[config.mk]
export PLATFORM = sky130hd
export DESIGN_NAME = sdram_wr_burst
export DESIGN_NICKNAME = d
export VERILOG_FILES = /design/src/rtl/sdram_wr_pkg.sv /design/src/rtl/wr_cmd_decode.sv /design/src/rtl/wr_col_step.sv /design/src/rtl/sdram_wr_burst.sv
export SDC_FILE = /design/constraint.sdc
export NUM_CORES = 1
export LEC_CHECK = 0
export ABC_AREA = 0
export ABC_CLOCK_PERIOD_IN_PS = 2200
export BUFFER_PORTS_ARGS = -buffer_cell sky130_fd_sc_hd__clkbuf_2
export CORE_UTILIZATION = 39
export CTS_CLUSTER_DIAMETER = 50
export CTS_CLUSTER_SIZE = 24
export DETAILED_ROUTE_END_ITERATION = 6
export PLACE_DENSITY_LB_ADDON = 0.2
export REMOVE_ABC_BUFFERS = 1
export SLEW_MARGIN = 30
export SYNTH_ARGS = -nofsm -noshare
export SYNTH_HDL_FRONTEND = slang
export SYNTH_SLANG_ARGS = --single-unit
[constraint.sdc]
create_clock -name clk -period 2.2 [get_ports clk]
set_input_delay 0.44 -clock clk [delete_from_list [all_inputs] [get_ports clk]]
set_output_delay 0.44 -clock clk [all_outputs]
set_load 0.05 [all_outputs]
[src/rtl/sdram_wr_pkg.sv]
package sdram_wr_pkg;

    typedef enum logic {
        ST_IDLE  = 1'b0,
        ST_BURST = 1'b1
    } wr_state_e;

    localparam logic [2:0] BL_CODE_FULL = 3'b111;

    // Words in a fixed burst for a length code; reserved codes act as one word.
    function automatic logic [3:0] bl_words(input logic [2:0] code);
        logic [3:0] n;
        case (code)
            3'd1:    n = 4'd2;
            3'd2:    n = 4'd4;
            3'd3:    n = 4'd8;
            default: n = 4'd1;
        endcase
        return n;
    endfunction

endpackage

[src/rtl/wr_cmd_decode.sv]
module wr_cmd_decode #(
    parameter int ADDR_W = 13,
    parameter int COL_W  = 9
) (
    input  logic              cke,
    input  logic              cs_n,
    input  logic              ras_n,
    input  logic              cas_n,
    input  logic              we_n,
    input  logic [ADDR_W-1:0] addr,
    output logic              is_write,
    output logic [COL_W-1:0]  cmd_col,
    output logic              cmd_ap
);

    localparam int AP_BIT = 10;

    logic unused_addr;
    assign unused_addr = ^addr;

    assign is_write = cke && !cs_n && ras_n && !cas_n && !we_n;
    assign cmd_ap   = addr[AP_BIT];

    generate
        if (COL_W == 11) begin : g_col_wide
            assign cmd_col = {addr[11], addr[9:0]};
        end else begin : g_col_narrow
            assign cmd_col = addr[COL_W-1:0];
        end
    endgenerate

endmodule

[src/rtl/wr_col_step.sv]
module wr_col_step
    import sdram_wr_pkg::*;
#(
    parameter int COL_W = 9
) (
    input  logic [COL_W-1:0] col,
    input  logic [2:0]       code,
    output logic [COL_W-1:0] nxt
);

    logic [COL_W-1:0] mask;
    logic [COL_W-1:0] inc;

    assign inc = col + COL_W'(1);

    always_comb begin
        case (code)
            3'd1:         mask = COL_W'(1);
            3'd2:         mask = COL_W'(3);
            3'd3:         mask = COL_W'(7);
            BL_CODE_FULL: mask = '1;
            default:      mask = '0;
        endcase
    end

    assign nxt = (col & ~mask) | (inc & mask);

endmodule

[src/rtl/sdram_wr_burst.sv]
module sdram_wr_burst
    import sdram_wr_pkg::*;
#(
    parameter int BANK_W = 2,
    parameter int COL_W  = 9,
    parameter int DATA_W = 16,
    parameter int ADDR_W = 13
) (
    input  logic              clk,
    input  logic              rst_n,
    input  logic              cke,
    input  logic              cs_n,
    input  logic              ras_n,
    input  logic              cas_n,
    input  logic              we_n,
    input  logic [BANK_W-1:0] ba,
    input  logic [ADDR_W-1:0] addr,
    input  logic [DATA_W-1:0] dq,
    input  logic              dqm,
    input  logic [2:0]        burst_len,
    output logic              mem_we,
    output logic [BANK_W-1:0] mem_bank,
    output logic [COL_W-1:0]  mem_col,
    output logic [DATA_W-1:0] mem_data,
    output logic              pre_req,
    output logic [BANK_W-1:0] pre_bank
);

    localparam int LEFT_W = 4;

    wr_state_e         state_q, state_d;
    logic [BANK_W-1:0] bank_q, bank_d;
    logic [COL_W-1:0]  col_q, col_d;
    logic [LEFT_W-1:0] left_q, left_d;
    logic [2:0]        code_q, code_d;
    logic              ap_q, ap_d;

    logic              is_write;
    logic [COL_W-1:0]  cmd_col;
    logic              cmd_ap;
    logic              cmd_single;
    logic              take_cmd;
    logic [COL_W-1:0]  step_in, step_out;
    logic [2:0]        step_code;

    logic              wr_d, pre_d;
    logic [BANK_W-1:0] wr_bank;
    logic [COL_W-1:0]  wr_col;

    wr_cmd_decode #(.ADDR_W(ADDR_W), .COL_W(COL_W)) u_dec (
        .cke(cke), .cs_n(cs_n), .ras_n(ras_n), .cas_n(cas_n), .we_n(we_n),
        .addr(addr), .is_write(is_write), .cmd_col(cmd_col), .cmd_ap(cmd_ap)
    );

    assign cmd_single = (burst_len != BL_CODE_FULL) && (bl_words(burst_len) == 4'd1);
    assign step_in    = is_write ? cmd_col : col_q;
    assign step_code  = is_write ? burst_len : code_q;

    wr_col_step #(.COL_W(COL_W)) u_step (
        .col(step_in), .code(step_code), .nxt(step_out)
    );

    // State register
    always_ff @(posedge clk or negedge rst_n) begin
        if (!rst_n) begin
            state_q <= ST_IDLE;
            bank_q  <= '0;
            col_q   <= '0;
            left_q  <= '0;
            code_q  <= '0;
            ap_q    <= 1'b0;
        end else begin
            state_q <= state_d;
            bank_q  <= bank_d;
            col_q   <= col_d;
            left_q  <= left_d;
            code_q  <= code_d;
            ap_q    <= ap_d;
        end
    end

    // Next state and array-port request
    always_comb begin
        state_d  = state_q;
        bank_d   = bank_q;
        col_d    = col_q;
        left_d   = left_q;
        code_d   = code_q;
        ap_d     = ap_q;
        take_cmd = 1'b0;
        wr_d     = 1'b0;
        pre_d    = 1'b0;
        wr_bank  = bank_q;
        wr_col   = col_q;
        unique case (state_q)
            ST_IDLE: begin
                if (is_write) take_cmd = 1'b1;              // accept
            end
            ST_BURST: begin
                if (is_write) begin
                    take_cmd = 1'b1;                        // retarget
                end else begin
                    wr_d  = !dqm;                           // advance
                    col_d = step_out;
                    if (code_q != BL_CODE_FULL) begin
                        left_d = left_q - LEFT_W'(1);
                        if (left_q == LEFT_W'(1)) begin     // finish
                            state_d = ST_IDLE;
                            pre_d   = ap_q;
                        end
                    end
                end
            end
        endcase
        if (take_cmd) begin
            wr_d    = !dqm;
            wr_bank = ba;
            wr_col  = cmd_col;
            bank_d  = ba;
            ap_d    = cmd_ap;
            code_d  = burst_len;
            col_d   = step_out;
            if (burst_len == BL_CODE_FULL) begin
                state_d = ST_BURST;
                left_d  = '0;
            end else if (cmd_single) begin
                state_d = ST_IDLE;
                left_d  = '0;
                pre_d   = cmd_ap;
            end else begin
                state_d = ST_BURST;
                left_d  = bl_words(burst_len) - LEFT_W'(1);
            end
        end
    end

    // Output register
    always_ff @(posedge clk or negedge rst_n) begin
        if (!rst_n) begin
            mem_we   <= 1'b0;
            mem_bank <= '0;
            mem_col  <= '0;
            mem_data <= '0;
            pre_req  <= 1'b0;
            pre_bank <= '0;
        end else begin
            mem_we   <= wr_d;
            mem_bank <= wr_bank;
            mem_col  <= wr_col;
            mem_data <= dq;
            pre_req  <= pre_d;
            pre_bank <= wr_bank;
        end
    end

    // word taken with the command reaches the array port one cycle later
    p_cmd_first_word_r2: assert property (@(posedge clk) disable iff (!rst_n)
        (is_write && !dqm) |=> (mem_we && mem_bank == $past(ba)
                                && mem_col == $past(cmd_col) && mem_data == $past(dq)));

    // idle with no command writes nothing and requests nothing
    p_idle_quiet_r4: assert property (@(posedge clk) disable iff (!rst_n)
        (state_q == ST_IDLE && !is_write) |=> (!mem_we && !pre_req));

    // a full-page burst never leaves the burst state on its own
    p_full_page_holds_r5: assert property (@(posedge clk) disable iff (!rst_n)
        (state_q == ST_BURST && code_q == BL_CODE_FULL && !is_write) |=> (state_q == ST_BURST));

    // a one-word write with auto precharge requests precharge of its bank
    p_single_pre_r7: assert property (@(posedge clk) disable iff (!rst_n)
        (is_write && cmd_single && cmd_ap) |=> (pre_req && pre_bank == $past(ba)));

    // truncating a burst never produces a precharge request
    p_trunc_no_pre_r8: assert property (@(posedge clk) disable iff (!rst_n)
        (state_q == ST_BURST && is_write && !cmd_single) |=> !pre_req);

    // a masked word produces no array write
    p_mask_blocks_r9: assert property (@(posedge clk) disable iff (!rst_n)
        ((is_write || state_q == ST_BURST) && dqm) |=> !mem_we);

endmodule

==> results.txt <==
The cell area reported after detailed placement is 2570 um2. In this run the remaining antenna-violating nets after routing total 0. The run finished with clean final reports. The detail-routed via count per cell is around 4.7. The maximum number of buffers from clock root to sink is 2.

The first global-routing pass estimated around 6900 um of wire. The post-layout minimum cycle time is roughly 1900 ps. The routability-driven placement congestion ratio is ~0.78.

The depth of the worst register-to-register path is 8. The number of pins exceeding their max-slew limit in the final report is 0. The tool flagged a number of max-cap violations equal to 0.

The share of the yosys chip area belonging to registers is 56.2%. After synthesis the cells add up to 2090 um2. In this run the most used layer during global routing was met2.

In the post-synthesis netlist, the biggest area contributors are sky130_fd_sc_hd__dfrtp_1 56%, sky130_fd_sc_hd__nand2_1 7.9%, sky130_fd_sc_hd__xnor2_1 3.3%. Together, buffers and inverters on the worst path number 1. The kind of critical path is input pin to register.

The delay of the slowest cell on the worst path is around 250 ps. For this run, design rule violations remaining after detail routing come to 0. The total number of H-tree levels is 2.

The post-synthesis average cell area is ~10 um2. The basic-gate share of the synthesized area counting and, or, nand and nor cells came out at between 20% and 30%. For this design the static power due to leakage is 1.30 nW. The hold-fix buffer count after cts came out at 0. The via count of the first global-routing pass is between 1,000 and 1,500.

The antenna diode instance count is 0. Setup slack closes at between 200 and 300 ps. The adder-cell area share of the yosys netlist came out at 2.27%. The final-layout fill cell count is 497.

The core area is ~5100 um2. For this design, the sink count on the clock tree is 47. The total placed cells including tap cells is around 340. In the final routed layout, each cell accounts on average for about 12 um.

After floorplanning, the core was divided into 26 placement rows. The layout cell share with drive strength beyond 1 came out at a little over a third. Of all cell types, the one taking the most synthesized area is sky130_fd_sc_hd__dfrtp_1. The post-synthesis compound-gate area fraction is 7.23%. Prior to clock tree synthesis, the placed netlist has a worst setup slack of -87.3 ps.

After the first detailed-routing iteration, the DRC count stood at 70. The total I/O pin count came out at 73. The first detailed-routing pass took 4 iterations. The design area came out at about 2700 um2. Among all cell types in the netlist, the one instantiated most often is sky130_fd_sc_hd__dfrtp_1. The aggregate negative setup slack is 0 ps.

The post-layout instance count excluding filler cells came out at about 350. The later pin in the worst-skew pair is clocked with a latency of 310 ps. The signed area change from the synthesized netlist to the final layout is 27.2%. After synthesis, the largest family of logic cells by area is simple AND/OR/NAND/NOR gates. The number of enable-type register cells in the synthesized netlist is 0. On the final layout, the worst hold slack is between 100 and 150 ps. The measured slew at the worst slew-check pin came out at 578 ps. The final HPWL from detailed placement came out at roughly 3300 um. The global-route usage over all layers is between 10% and 20%.

Setup repair after global routing left no endpoint under its margin. The endpoint required time on the critical path came out at 2400 ps. The number of logic stages on the critical path including buffering came out at 11.

The top cell type's share of synthesized area is around 56%. The die area is roughly 5700 um2. The number of hold violations in the final report came out at 0. The xor and xnor fraction of the mapped netlist area is ~5%.

The power density over the cells came out at roughly 1000 nW/um2. The cell class contributing the biggest share of worst-path delay is simple AND/OR/NAND/NOR gates. The peak clock frequency supported by timing came out at 0.517 GHz. TritonCTS created 5 clock buffers.

The highest fanout seen on the critical path is 4. The routed via count came out at about 1,600. TritonCTS built the clock tree. After clock tree synthesis, the repair step resized 0 gates. The data arrival at the endpoint of the critical path is 2140 ps.

The total grt overflow is 0. The die is between 70 and 80 um wide. The final clock skew is roughly 11 ps.

Among all stages on the critical path, the largest delay is contributed by sky130_fd_sc_hd__mux2_2. The synthesized netlist contains 36 unique library cells. Ranked by instance count, the synthesized netlist is headed by 47 x sky130_fd_sc_hd__dfrtp_1, 44 x sky130_fd_sc_hd__nand2_1, 16 x sky130_fd_sc_hd__nor2_1, 12 x sky130_fd_sc_hd__nand3_1. The critical path goes through clkbuf_2 -> nand4bb_4 -> nor2_2 -> nand2_1 -> nand2_1 -> ha_1 -> nand2_1 -> nor4_1 -> mux2i_1 -> xnor2_1 -> mux2_2. The overall power came out at 2.78 mW.

After synthesis the netlist holds a flip-flop and latch count of 47. Setup violations remaining at the end of the flow were counted as 0. The final cell utilization of the core is approximately 52%. The number of antenna violations at the first check in global routing came out at 0. The number of setup buffers added after CTS is 0. The y dimension of the die is around 75 um.

The number of cells produced by synthesis is 200. The commonest register cell after synthesis is sky130_fd_sc_hd__dfrtp_1. Port buffering added 69 buffers. STA classifies the critical path startpoint as an input pin. CTS placed an instance of sky130_fd_sc_hd__clkbuf_8 at the clock tree root. The worst setup path is captured at a register.

The min-delay analysis places its worst path in the category input pin to asynchronous set/reset pin. The post-synthesis mux area share came out at 4.72%. After detailed routing, the total wire length is 4290 um. The maximum number of pins on one net before global-route repair came out at 26. The relative slew slack came out at approximately 60%. The library cell appearing most often on the critical path is sky130_fd_sc_hd__nand2_1.

The met3 demand-to-capacity share in global routing came out at 4.95%. The Yosys step of the flow raised 0 warnings. The effective utilization at floorplan came out at 40.7%.

The net count of the finished layout is between 300 and 400. The fraction of the cycle the final worst path needs is 87.9%. The routing usage on met2 came out at ~27%. The global routing usage on met1 came out at between 20% and 30%. The share of synthesized registers carrying an async set or reset came out at 100%. The peak supply drop came out at between 0.5 and 0.6 mV.

The clock-pin slew on the worst setup and hold paths is roughly 100 ps.
==> worst reg2reg max path, stage by stage (launching register included) <==
cell and delay, ps:
sky130_fd_sc_hd__dfrtp_1 410, sky130_fd_sc_hd__nand2_1 60, sky130_fd_sc_hd__nand2_1 90, sky130_fd_sc_hd__ha_1 240, sky130_fd_sc_hd__nand2_1 90, sky130_fd_sc_hd__nor4_1 200, sky130_fd_sc_hd__mux2i_1 140, sky130_fd_sc_hd__xnor2_1 140
sky130_fd_sc_hd__mux2_2 250
==> area by class of cell <==
cell class	instances	area (um2)	share of cell area, %
clock buffers	5	68.8	2.58
clock inverters	3	25.0	0.939
inverters	7	26.3	0.986
multi-input cells	138	847	31.8
flip-flops and latches	47	1180	44.2
well taps	70	87.6	3.29
repair buffers	79	433	16.3
==> state kept, by name (all words and copies together) (netlist names), 2 cells and up <==
register,flops
left_q,4
col_q,9
pre_bank,2
mem_col,9
code_q,3
mem_data,16
==> cells in the final DEF (no fill, tap or decap), types with 2 or more instances in the layout <==
cell,synthesis,final
sky130_fd_sc_hd__inv_1,7,7
sky130_fd_sc_hd__inv_6,0,2
sky130_fd_sc_hd__nor3_1,3,3
sky130_fd_sc_hd__mux2i_1,2,2
sky130_fd_sc_hd__clkbuf_2,0,69
sky130_fd_sc_hd__xnor2_1,8,8
sky130_fd_sc_hd__o211ai_1,2,2
sky130_fd_sc_hd__a211oi_1,3,3
sky130_fd_sc_hd__o31ai_1,2,2
sky130_fd_sc_hd__buf_4,2,9
sky130_fd_sc_hd__nand2_1,44,44
sky130_fd_sc_hd__xor2_1,4,4
sky130_fd_sc_hd__nor2_1,16,16
sky130_fd_sc_hd__dfrtp_1,47,47
sky130_fd_sc_hd__mux2_2,3,3
sky130_fd_sc_hd__clkbuf_8,0,5
sky130_fd_sc_hd__ha_1,3,3
sky130_fd_sc_hd__o21ai_0,8,8
sky130_fd_sc_hd__nand4_1,2,2
sky130_fd_sc_hd__nand3_1,12,12
sky130_fd_sc_hd__nor4_1,3,3
sky130_fd_sc_hd__mux2_4,3,3
sky130_fd_sc_hd__and4_1,2,2
sky130_fd_sc_hd__a21oi_1,5,5
==> power by group <==
group / internal (mW) / leakage [nW] / switching, mW
sequential: 1.06 / 0.553 / 0.145
clock: 0.232 / 0.0452 / 0.309
combinational: 0.340 / 0.703 / 0.692
==> metal layers <==
| layer | up-vias | part of all wire, % |
|---|---|---|
| met1 | 756 | 45 |
| met4 | 0 | 1.5 |
| met2 | 54 | 46 |
| met5 | - | 0 |
| li1 | 833 | - |
| met3 | 6 | 7.3 |
==> path summary, 6_finish.rpt <==
path                            startpoint          end  slack, ps
worst max-delay path                 cas_n     col_q[8]        270
max in group asynchronous            rst_n   mem_col[0]       1540
worst min register to register        ap_q         ap_q        490
min in group clk                     dq[7]  mem_data[7]        230
worst min-delay path                 rst_n         ap_q        110
worst max register to register    col_q[0]     col_q[8]        490
==> cell families (layout without fill, tap and decap cells) <==
family	Yosys count	count (layout)
and+or+nand+nor	91	91
DFF	47	47
AOI/OAI and AO/OA	23	23
buffers and inverters	15	94
xor gates and xnor gates	12	12
muxes	8	8
adders and majority gates	4	4
Power figures use the tool's default switching activity.
